$ cat config.mk
export PLATFORM = sky130hd
export DESIGN_NAME = sysrst_hub
export DESIGN_NICKNAME = d
export VERILOG_FILES = /design/src/rtl/sysrst_pkg.sv /design/src/rtl/sysrst_por_sync.sv /design/src/rtl/sysrst_pin_filter.sv /design/src/rtl/sysrst_stretch.sv /design/src/rtl/sysrst_cause.sv /design/src/rtl/sysrst_hub.sv
export SDC_FILE = /design/constraint.sdc
export NUM_CORES = 1
export LEC_CHECK = 0
export CAP_MARGIN = 15
export CORE_MARGIN = 2
export CORE_UTILIZATION = 37
export CTS_CLUSTER_SIZE = 30
export DETAILED_ROUTE_END_ITERATION = 6
export HOLD_SLACK_MARGIN = 0.05
export PLACE_DENSITY_LB_ADDON = 0.12
export SLEW_MARGIN = 0
export SYNTH_ARGS = -nofsm -noshare
export SYNTH_HDL_FRONTEND = slang
export SYNTH_SLANG_ARGS = --single-unit
export TNS_END_PERCENT = 5
$ cat constraint.sdc
create_clock -name clk -period 1.86 [get_ports clk]
set_clock_uncertainty 0.15 [all_clocks]
set_input_delay 0.372 -clock clk [delete_from_list [all_inputs] [get_ports clk]]
set_output_delay 0.372 -clock clk [all_outputs]
set_load 0.01 [all_outputs]
$ cat src/rtl/sysrst_pkg.sv
package sysrst_pkg;
  localparam int NSRC = 8;

  localparam int SRC_POR   = 0;
  localparam int SRC_VMON  = 1;
  localparam int SRC_MCLK  = 2;
  localparam int SRC_WDT   = 3;
  localparam int SRC_CMP   = 4;
  localparam int SRC_SW    = 5;
  localparam int SRC_FLASH = 6;
  localparam int SRC_PIN   = 7;

  typedef logic [NSRC-1:0] src_vec_t;

  localparam logic [1:0] WDCLK_DIV12   = 2'b01;
  localparam logic       CLKSRC_INTOSC = 1'b0;
endpackage

$ cat src/rtl/sysrst_por_sync.sv
module sysrst_por_sync #(
  parameter int SYNC_STAGES = 2
) (
  input  logic clk,
  input  logic por_n,
  output logic por_req_o
);
  logic [SYNC_STAGES-1:0] rel_q;
  logic [SYNC_STAGES-1:0] rel_d;

  always_comb begin
    rel_d = {rel_q[SYNC_STAGES-2:0], 1'b1};
  end

  always_ff @(posedge clk or negedge por_n) begin
    if (!por_n) rel_q <= '0;
    else        rel_q <= rel_d;
  end

  assign por_req_o = ~rel_q[SYNC_STAGES-1];
endmodule

$ cat src/rtl/sysrst_pin_filter.sv
module sysrst_pin_filter #(
  parameter int SYNC_STAGES = 2,
  parameter int FILT_CYC    = 2
) (
  input  logic clk,
  input  logic por_n,
  input  logic pin_i,
  input  logic drv_i,
  output logic req_o
);
  localparam int FW = $clog2(FILT_CYC + 1);
  localparam logic [FW-1:0] FMAX = FW'(FILT_CYC);

  logic [SYNC_STAGES-1:0] sync_q, sync_d;
  logic [SYNC_STAGES-1:0] dly_q, dly_d;
  logic [FW-1:0]          cnt_q, cnt_d;
  logic                   pin_low, mask;

  assign pin_low = ~sync_q[SYNC_STAGES-1];
  assign mask    = drv_i | (|dly_q);

  always_comb begin
    sync_d = {sync_q[SYNC_STAGES-2:0], pin_i};
    dly_d  = {dly_q[SYNC_STAGES-2:0], drv_i};
    cnt_d  = '0;
    if (pin_low && !mask) begin
      if (cnt_q == FMAX) cnt_d = cnt_q;
      else               cnt_d = cnt_q + FW'(1);
    end
  end

  always_ff @(posedge clk or negedge por_n) begin
    if (!por_n) begin
      sync_q <= '1;
      dly_q  <= '1;
      cnt_q  <= '0;
    end else begin
      sync_q <= sync_d;
      dly_q  <= dly_d;
      cnt_q  <= cnt_d;
    end
  end

  assign req_o = (cnt_q == FMAX);
endmodule

$ cat src/rtl/sysrst_stretch.sv
module sysrst_stretch #(
  parameter int STRETCH = 16
) (
  input  logic clk,
  input  logic por_n,
  input  logic req_any_i,
  output logic active_o,
  output logic fall_o,
  output logic exit_o
);
  localparam int CW = $clog2(STRETCH + 1);
  localparam logic [CW-1:0] CLOAD = CW'(STRETCH);

  logic [CW-1:0] cnt_q, cnt_d;
  logic          act_q, act_d;
  logic          exit_q;

  always_comb begin
    cnt_d = cnt_q;
    act_d = act_q;
    if (req_any_i) begin
      cnt_d = CLOAD;
      act_d = 1'b1;
    end else if (cnt_q != '0) begin
      cnt_d = cnt_q - CW'(1);
      act_d = (cnt_q != CW'(1));
    end else begin
      act_d = 1'b0;
    end
  end

  assign fall_o = act_q & ~act_d;

  always_ff @(posedge clk or negedge por_n) begin
    if (!por_n) begin
      cnt_q  <= CLOAD;
      act_q  <= 1'b1;
      exit_q <= 1'b0;
    end else begin
      cnt_q  <= cnt_d;
      act_q  <= act_d;
      exit_q <= fall_o;
    end
  end

  assign active_o = act_q;
  assign exit_o   = exit_q;
endmodule

$ cat src/rtl/sysrst_cause.sv
module sysrst_cause
  import sysrst_pkg::*;
(
  input  logic     clk,
  input  logic     por_n,
  input  src_vec_t req_i,
  input  logic     active_i,
  output src_vec_t cause_o
);
  src_vec_t cause_q, cause_d, first_hot;

  assign first_hot = req_i & (~req_i + src_vec_t'(1));

  always_comb begin
    cause_d = cause_q;
    if (req_i[SRC_POR])
      cause_d = src_vec_t'(1);
    else if (!active_i && (|req_i))
      cause_d = first_hot;
  end

  always_ff @(posedge clk or negedge por_n) begin
    if (!por_n) cause_q <= src_vec_t'(1);
    else        cause_q <= cause_d;
  end

  assign cause_o = cause_q;
endmodule

$ cat src/rtl/sysrst_hub.sv
module sysrst_hub
  import sysrst_pkg::*;
#(
  parameter int STRETCH     = 16,
  parameter int FILT_CYC    = 2,
  parameter int SYNC_STAGES = 2,
  parameter int PC_W        = 16,
  parameter int PORT_W      = 8
) (
  input  logic              clk,
  input  logic              por_n,
  input  logic              vmon_low_i,
  input  logic              mclk_fail_i,
  input  logic              wdt_expire_i,
  input  logic              cmp_trip_i,
  input  logic              sw_req_i,
  input  logic              flash_err_i,
  input  logic              rst_pin_i,
  output logic              sys_rst_n_o,
  output logic              core_hold_o,
  output logic              rst_exit_o,
  output logic              rst_pin_oe_o,
  output logic [NSRC-1:0]   cause_o,
  output logic              wdt_en_o,
  output logic [1:0]        wdt_clk_sel_o,
  output logic              clk_src_o,
  output logic [PC_W-1:0]   pc_start_o,
  output logic [PORT_W-1:0] port_latch_o,
  output logic [PORT_W-1:0] port_od_o,
  output logic              port_pullup_o
);
  src_vec_t req;
  logic     por_req, pin_req, supply_req;
  logic     active, fall, exit_p;
  logic     drv_q, drv_d;

  sysrst_por_sync #(.SYNC_STAGES(SYNC_STAGES)) u_por (
    .clk       (clk),
    .por_n     (por_n),
    .por_req_o (por_req)
  );

  sysrst_pin_filter #(.SYNC_STAGES(SYNC_STAGES), .FILT_CYC(FILT_CYC)) u_pin (
    .clk   (clk),
    .por_n (por_n),
    .pin_i (rst_pin_i),
    .drv_i (drv_q),
    .req_o (pin_req)
  );

  always_comb begin
    req            = '0;
    req[SRC_POR]   = por_req;
    req[SRC_VMON]  = vmon_low_i;
    req[SRC_MCLK]  = mclk_fail_i;
    req[SRC_WDT]   = wdt_expire_i;
    req[SRC_CMP]   = cmp_trip_i;
    req[SRC_SW]    = sw_req_i;
    req[SRC_FLASH] = flash_err_i;
    req[SRC_PIN]   = pin_req;
  end

  sysrst_stretch #(.STRETCH(STRETCH)) u_str (
    .clk       (clk),
    .por_n     (por_n),
    .req_any_i (|req),
    .active_o  (active),
    .fall_o    (fall),
    .exit_o    (exit_p)
  );

  sysrst_cause u_cause (
    .clk      (clk),
    .por_n    (por_n),
    .req_i    (req),
    .active_i (active),
    .cause_o  (cause_o)
  );

  assign supply_req = req[SRC_POR] | req[SRC_VMON];

  always_comb begin
    drv_d = supply_req | (drv_q & ~fall);
  end

  always_ff @(posedge clk or negedge por_n) begin
    if (!por_n) drv_q <= 1'b1;
    else        drv_q <= drv_d;
  end

  assign sys_rst_n_o   = ~active;
  assign core_hold_o   = active;
  assign rst_exit_o    = exit_p;
  assign rst_pin_oe_o  = drv_q;

  assign wdt_en_o      = 1'b1;
  assign wdt_clk_sel_o = WDCLK_DIV12;
  assign clk_src_o     = CLKSRC_INTOSC;
  assign pc_start_o    = '0;
  assign port_latch_o  = '1;
  assign port_od_o     = '1;
  assign port_pullup_o = 1'b1;
endmodule

After elaboration in Yosys (flattened, before gate mapping)
Index checks and enable logic that the tools add are counted.
- latch bits: 0
- ROM bits: 0
- word-level logic and storage cells: 44
- memories kept: 0
- flip-flop bits (word level): 24
- output and inout port bits: 49
- bits of input ports: 9
- memory bits (writable): 0
- equality and inequality tests: 4
- $add $sub $neg: 3
- order comparisons: 0
- reduce and logical (&&, ||, !) cells: 8
- shift-type cells: 0
- multiply operators: 0
- bitwise operators: 12
- mux-type cells: 8
- div/mod/pow operators: 0
- operators by type and width (operator ; number):
    8-bit 2-to-1 mux ; 2
    5-bit 2-to-1 mux ; 2
    8-bit by 1-bit adder with 8-bit output (second input constant) ; 1
    8-bit bitwise AND ; 1
    8-bit inverter ; 1
    8-bit OR reduction ; 1
    5-bit by 1-bit inequality test with 1-bit output (second input constant) ; 1
    1-bit inverter ; 5
    5-bit nonzero test ; 1
    5-bit by 1-bit subtractor with 5-bit output (second input constant) ; 1
    2-bit 2-to-1 mux ; 2
    1-bit OR ; 3
    2-bit by 1-bit adder with 2-bit output (second input constant) ; 1
    1-bit bitwise AND ; 2
    2-bit == test (second input constant) ; 1
    1-bit logical AND ; 2
    1-bit logical NOT ; 2
    1-bit 2-to-1 mux ; 2
    2-bit by 1-bit inequality test with 1-bit output (second input constant) ; 1
    2-bit inequality test (second input constant) ; 1
    2-bit nonzero test ; 1
    2-bit OR reduction ; 1

Longest topological paths before layout
- word-level depth: 8
- depth in mapped cells: 7
- mapped depth without buffers: 6

Cells and area by module
Synthesis repeated with hierarchy kept, for this count alone.
- cell total of the unflattened synthesis: 140
- area, all modules: 1397.6 µm²
- modules (own cells, without submodules) (module ; sequential area each (µm²) ; cells each ; area each (µm²) ; times used):
    sysrst_cause ; 201.4 ; 43 ; 431.7 ; 1
    sysrst_hub ; 26.3 ; 47 ; 349.1 ; 1
    sysrst_stretch ; 177.7 ; 32 ; 345.3 ; 1
    sysrst_pin_filter ; 155.1 ; 14 ; 214.0 ; 1
    sysrst_por_sync ; 50.0 ; 4 ; 57.6 ; 1

Least setup slack after synthesis
No wires, ideal clock.
- kind: register to register
- from: register u_pin.cnt_q[0]
- to: register drv_q (netlist: rst_pin_oe_o)
- slack: 29 ps
- buffers on the path: 1
- cell stages (with the launch flop): 8
- data required time: 1628 ps
- data arrival time: 1599 ps
- period minus slack after synthesis: 1831 ps
- library setup time: 82 ps
- cell sequence: dfrtp_1 > inv_1 > ha_1 > clkbuf_1 > nor4_1 > and2_4 > nand3_2 > a211o_1
- cells in the longest elaborated chain, start to end: 8
- RTL lines (element ; RTL line ; RTL):
    from (decl) ; sysrst_pin_filter.sv:16 ; logic [FW-1:0] cnt_q, cnt_d;
    from (signal assigned) ; sysrst_pin_filter.sv:40 ; cnt_q <= cnt_d;
    2-bit == test ; sysrst_pin_filter.sv:44 ; assign req_o = (cnt_q == FMAX);
    8-bit OR reduction ; sysrst_hub.sv:66 ; .req_any_i (|req),
    1-bit 2-to-1 mux ; sysrst_stretch.sv:21 ; if (req_any_i) begin
    1-bit inverter ; sysrst_stretch.sv:32 ; assign fall_o = act_q & ~act_d;
    1-bit bitwise AND ; sysrst_stretch.sv:32 ;
    1-bit inverter ; sysrst_hub.sv:83 ; drv_d = supply_req | (drv_q & ~fall);
    1-bit bitwise AND ; sysrst_hub.sv:83 ;
    1-bit OR ; sysrst_hub.sv:83 ;
    named net drv_d ; sysrst_hub.sv:35 ; logic drv_q, drv_d;
    to (signal assigned) ; sysrst_hub.sv:88 ; else drv_q <= drv_d;
    to (decl) ; sysrst_hub.sv:35 ;
The timed path passes the listed nets, and every way through them passes these cells.
A chain may end at the register's enable or synchronous reset.

Worst setup path after layout
- from: register u_str.act_q (netlist: u_str.active_o)
- to: output sys_rst_n_o
- cells in the longest elaborated chain, start to end: 1
- RTL lines (element ; RTL line ; RTL):
    from (decl) ; sysrst_stretch.sv:15 ; logic act_q, act_d;
    from (signal assigned) ; sysrst_stretch.sv:41 ; act_q <= act_d;
    1-bit inverter ; sysrst_hub.sv:91 ; assign sys_rst_n_o = ~active;
    to (decl) ; sysrst_hub.sv:19 ; output logic sys_rst_n_o,
Every way passes these cells.

==> impl.org <==
** Floorplanning
- 58 I/O pins were placed.
- From bottom edge to top edge, the die measures 63.6 um.
- Horizontal die dimension :: 63.6 um
- For this configuration, the core starts out at a cell density of 39.0%.
- After floorplanning, the core was divided into 21 placement rows.
- The total area inside the core boundary comes to 3360 um^2.
- The die covers 4040 um^2.

** Cells and area
- The net count of the finished layout is 183.
- Final std cell area, no fill :: 1620 um^2
- Antenna diode count :: 0
- Util after Layout :: 48.1%
- The area growth from synthesis to layout is 23.2%.
- In the final layout, the multi-input gates occupy 558 um^2.
- Number of fill cells in the layout :: 327
- Fraction of layout instances using a drive strength above 1 :: 22.4%
- Sequential cell area in the final layout :: 611 um^2

** Place
- Count of input and output buffers :: 20
- Post-Place Worst Slack :: -0.201 ns
- Gp weighted congestion :: 0.771
- After legalization and detailed placement, the total HPWL measured 1770 um.
- In this run the cell area measured after placement is 1530 um^2.

** Timing
- After layout, the worst setup slack is 0.0695 ns.
- Setup violations remaining at the end of the flow were counted as 0.
- Setup repair after global routing could not meet its margin everywhere.
- Achievable clock frequency :: 558 MHz
- The final critical path takes up 96.3% of the cycle.
- Final Slew Violations :: 0
- Hold is met by 0.217 ns.
- Counting I/O delays and the setup requirement, the final critical path takes 1.79 ns.
- The final number of hold-violating endpoints is 0.
- Adding up every negative setup slack in the final design gives 0 ns.

** Routing
- DR DRC count :: 0
- Per-cell routed wire length :: 10.7 um
- The first TritonRoute pass finished after 4 iterations.
- Via count :: 920
- First DRT Iteration DRCs :: 31
- Using the TritonRoute via totals, the vias-per-cell ratio works out to 4.26.
- Final WL :: 2310 um
- Once detail routing completed, the nets flagged for antenna violations numbered 0.

** Logic synthesis
- The cell area that synthesis handed to floorplanning was 1310 um^2.
- Count of flip-flops with a built-in enable after synthesis :: 0
- Proportion of synthesized chip area in sequential cells :: 46.5%
- Synth cell count leaders :: 37 x buf_4, 16 x dfrtp_1, 10 x nand2_1, 10 x nor2_1
- Library cell occupying the most area in the post-synthesis netlist :: dfrtp_1
- Cells after Synth :: 134
- Cell types occupying the most area after synthesis :: dfrtp_1 31%, buf_4 21%, dfstp_2 16%
- The average instance in the mapped netlist occupies 9.79 um^2.
- Among all cell types in the netlist, the one instantiated most often is buf_4.
- Number of flip-flops and latches in the synthesized netlist :: 24
- Ys async rst share :: 100%
- After synthesis, the largest area contributor takes up 30.5% of total cell area.
- For this run, the number of Yosys warnings is 0.
- Most used flip-flop cell after synthesis :: dfrtp_1
- The number of different library cells used by synthesis comes to 30.

** Worst setup path
- The worst setup path is launched from a flop.
- For the worst setup path, the data required time is 1.34 ns.
- Cell family with the largest share of critical-path delay :: flip-flops
- Type of element capturing the critical path :: output port
- Cell chain of the critical path :: inv_1 > dlygate4sd2_1
- Among all stages on the critical path, the largest delay is contributed by dfstp_2.
- In this run the worst path has a maximum fanout of 5.
- Length in cells of the worst reg-to-reg path :: 6
- CP max stage delay :: 0.61 ns
- The worst register-to-register path begins at u_str.cnt_q[1].
- The setup path with the least slack is of type reg2out.
- Arrival time at the worst endpoint :: 1.27 ns
- The critical path runs through a total of 2 cells.
- Counting both buffers and inverters, the worst setup path holds a total of 2.
- Crit path from :: u_str.active_o

** CTS
- Clock-pin slew on the worst setup and hold paths :: 0.13 ns
- Clock root buffer master :: clkbuf_4
- The number of hold buffers added after CTS was 0.
- Buffer depth of the longest clock path :: 2
- In this run the number of H-tree levels came out at 1.
- Number of buffers created by CTS :: 3
- Clock tree from TritonCTS :: done
- The clock drives 24 sinks.
- Clock latency on the worst-skew pair, taken at its later pin, is 0.31 ns.

** Hold path
- Hold crit path type :: reg2reg
- The startpoint identified for the worst hold timing path is u_pin.sync_q[0].
- Cells on Worst Hold Path :: 0

** Global routing
- The total overflow left after global routing is 0.
- Total global-route track usage :: 12.1%
- Initial antenna violation count :: 0
- Vias in the first global route :: 871
- Maximum number of pins on one net before global-route repair :: 25
- First-pass GRT wire length :: 3880 um

** Power
- Power spread over the standard cell area amounts to 623 nW/um^2.
- VDD sags by at most 0.330 mV.
- For this design the static power due to leakage is 0.786 nW.

** Run status
- Outcome :: complete, no violations

** Job
- Max-cap violation count :: 0
[registers in the layout (all words and copies together), names as in the netlist]
| register | count |
|---|---|
| u_str.cnt_q | 5 |
| u_pin.sync_q | 2 |
| u_str.active_o | 1 |
| u_str.exit_o | 1 |
| rst_pin_oe_o | 1 |
| u_por.rel_q | 2 |
| u_pin.dly_q | 2 |
| u_cause.cause_o | 8 |
| u_pin.cnt_q | 2 |
[final cells by class]
type | count | area share, %
clock buffer | 3 | 1.39
clock inverter | 1 | 1.86
inverter | 8 | 1.86
multi-input combinational | 99 | 34.5
sequential | 24 | 37.8
tap | 46 | 3.56
timing repair buffer | 35 | 19.0
[cell families after synthesis]
| family | after synthesis | share of synthesized area [%] |
|---|---|---|
| AND/OR/NAND/NOR | 37 | 15.9 |
| XOR/XNOR | 3 | 2.00 |
| AO/OA/AOI/OAI | 17 | 7.25 |
| flip-flops | 24 | 46.5 |
| adder cells (fa/ha/maj) | 3 | 2.86 |
| multiplexers | 1 | 0.858 |
| buffers and inverters | 47 | 24.0 |
| other | 2 | 0.572 |
[per-stage QoR]
step                std cells  power (W)
finish                    216    0.00101
global route              216    0.00105
CTS                       216    0.00102
detailed placement        211   0.000638
global placement          211   0.000637
floorplan                 170   0.000645
[layout by cell type (no fill, tap or decap), drive strengths merged]
cell type and count:
and2 1, inv 8, nor3 3, or3b 1, or2 1, clkbuf 3, buf 15, dfrtp 16
xor2 2, bufinv 1, mux2 1, nand4 1, conb 38, o211ai 1, a211o 1, nor2 10
ha 3, o21ai 8, clkdlybuf4s50 16, nand2 10, or4 1, a211oi 1, and3 1, nand3 3
nand4b 2, dfstp 8, nor4b 1, a21oi 5, xnor2 1, nor4 2, a31oi 1, dlygate4sd2 4
[layer usage]
metal,global-route usage [%],wire length (um)
met1,15.6,994
met2,19.6,1140
met3,2.32,159
met4,5.71,17
met5,0,0
[where the power goes]
| group | switching [W] | leakage [nW] | internal [W] |
|---|---|---|---|
| registers | 0.00000231 | 0.303 | 0.000530 |
| logic | 0.0000659 | 0.455 | 0.0000342 |
| clock network | 0.000157 | 0.0279 | 0.000218 |
| total | 0.000225 | 0.786 | 0.000782 |
[final timing paths]
| check | end | slack (ns) |
|---|---|---|
| setup / recovery | sys_rst_n_o | 0.07 |
| max in group asynchronous | u_cause.cause_o[0] | 1.02 |
| hold / removal | u_pin.sync_q[1] | 0.22 |
| min in group asynchronous | u_cause.cause_o[4] | 0.25 |
| setup reg to reg | u_str.cnt_q[0] | 0.11 |
| hold reg to reg | u_pin.sync_q[1] | 0.22 |
[repair_timing]
action,CTS,global route
setup endpoints to repair,7,6
gates resized for setup,7,4
buffers inserted,1,0
Note: power is estimated with default switching activity, not from simulation.
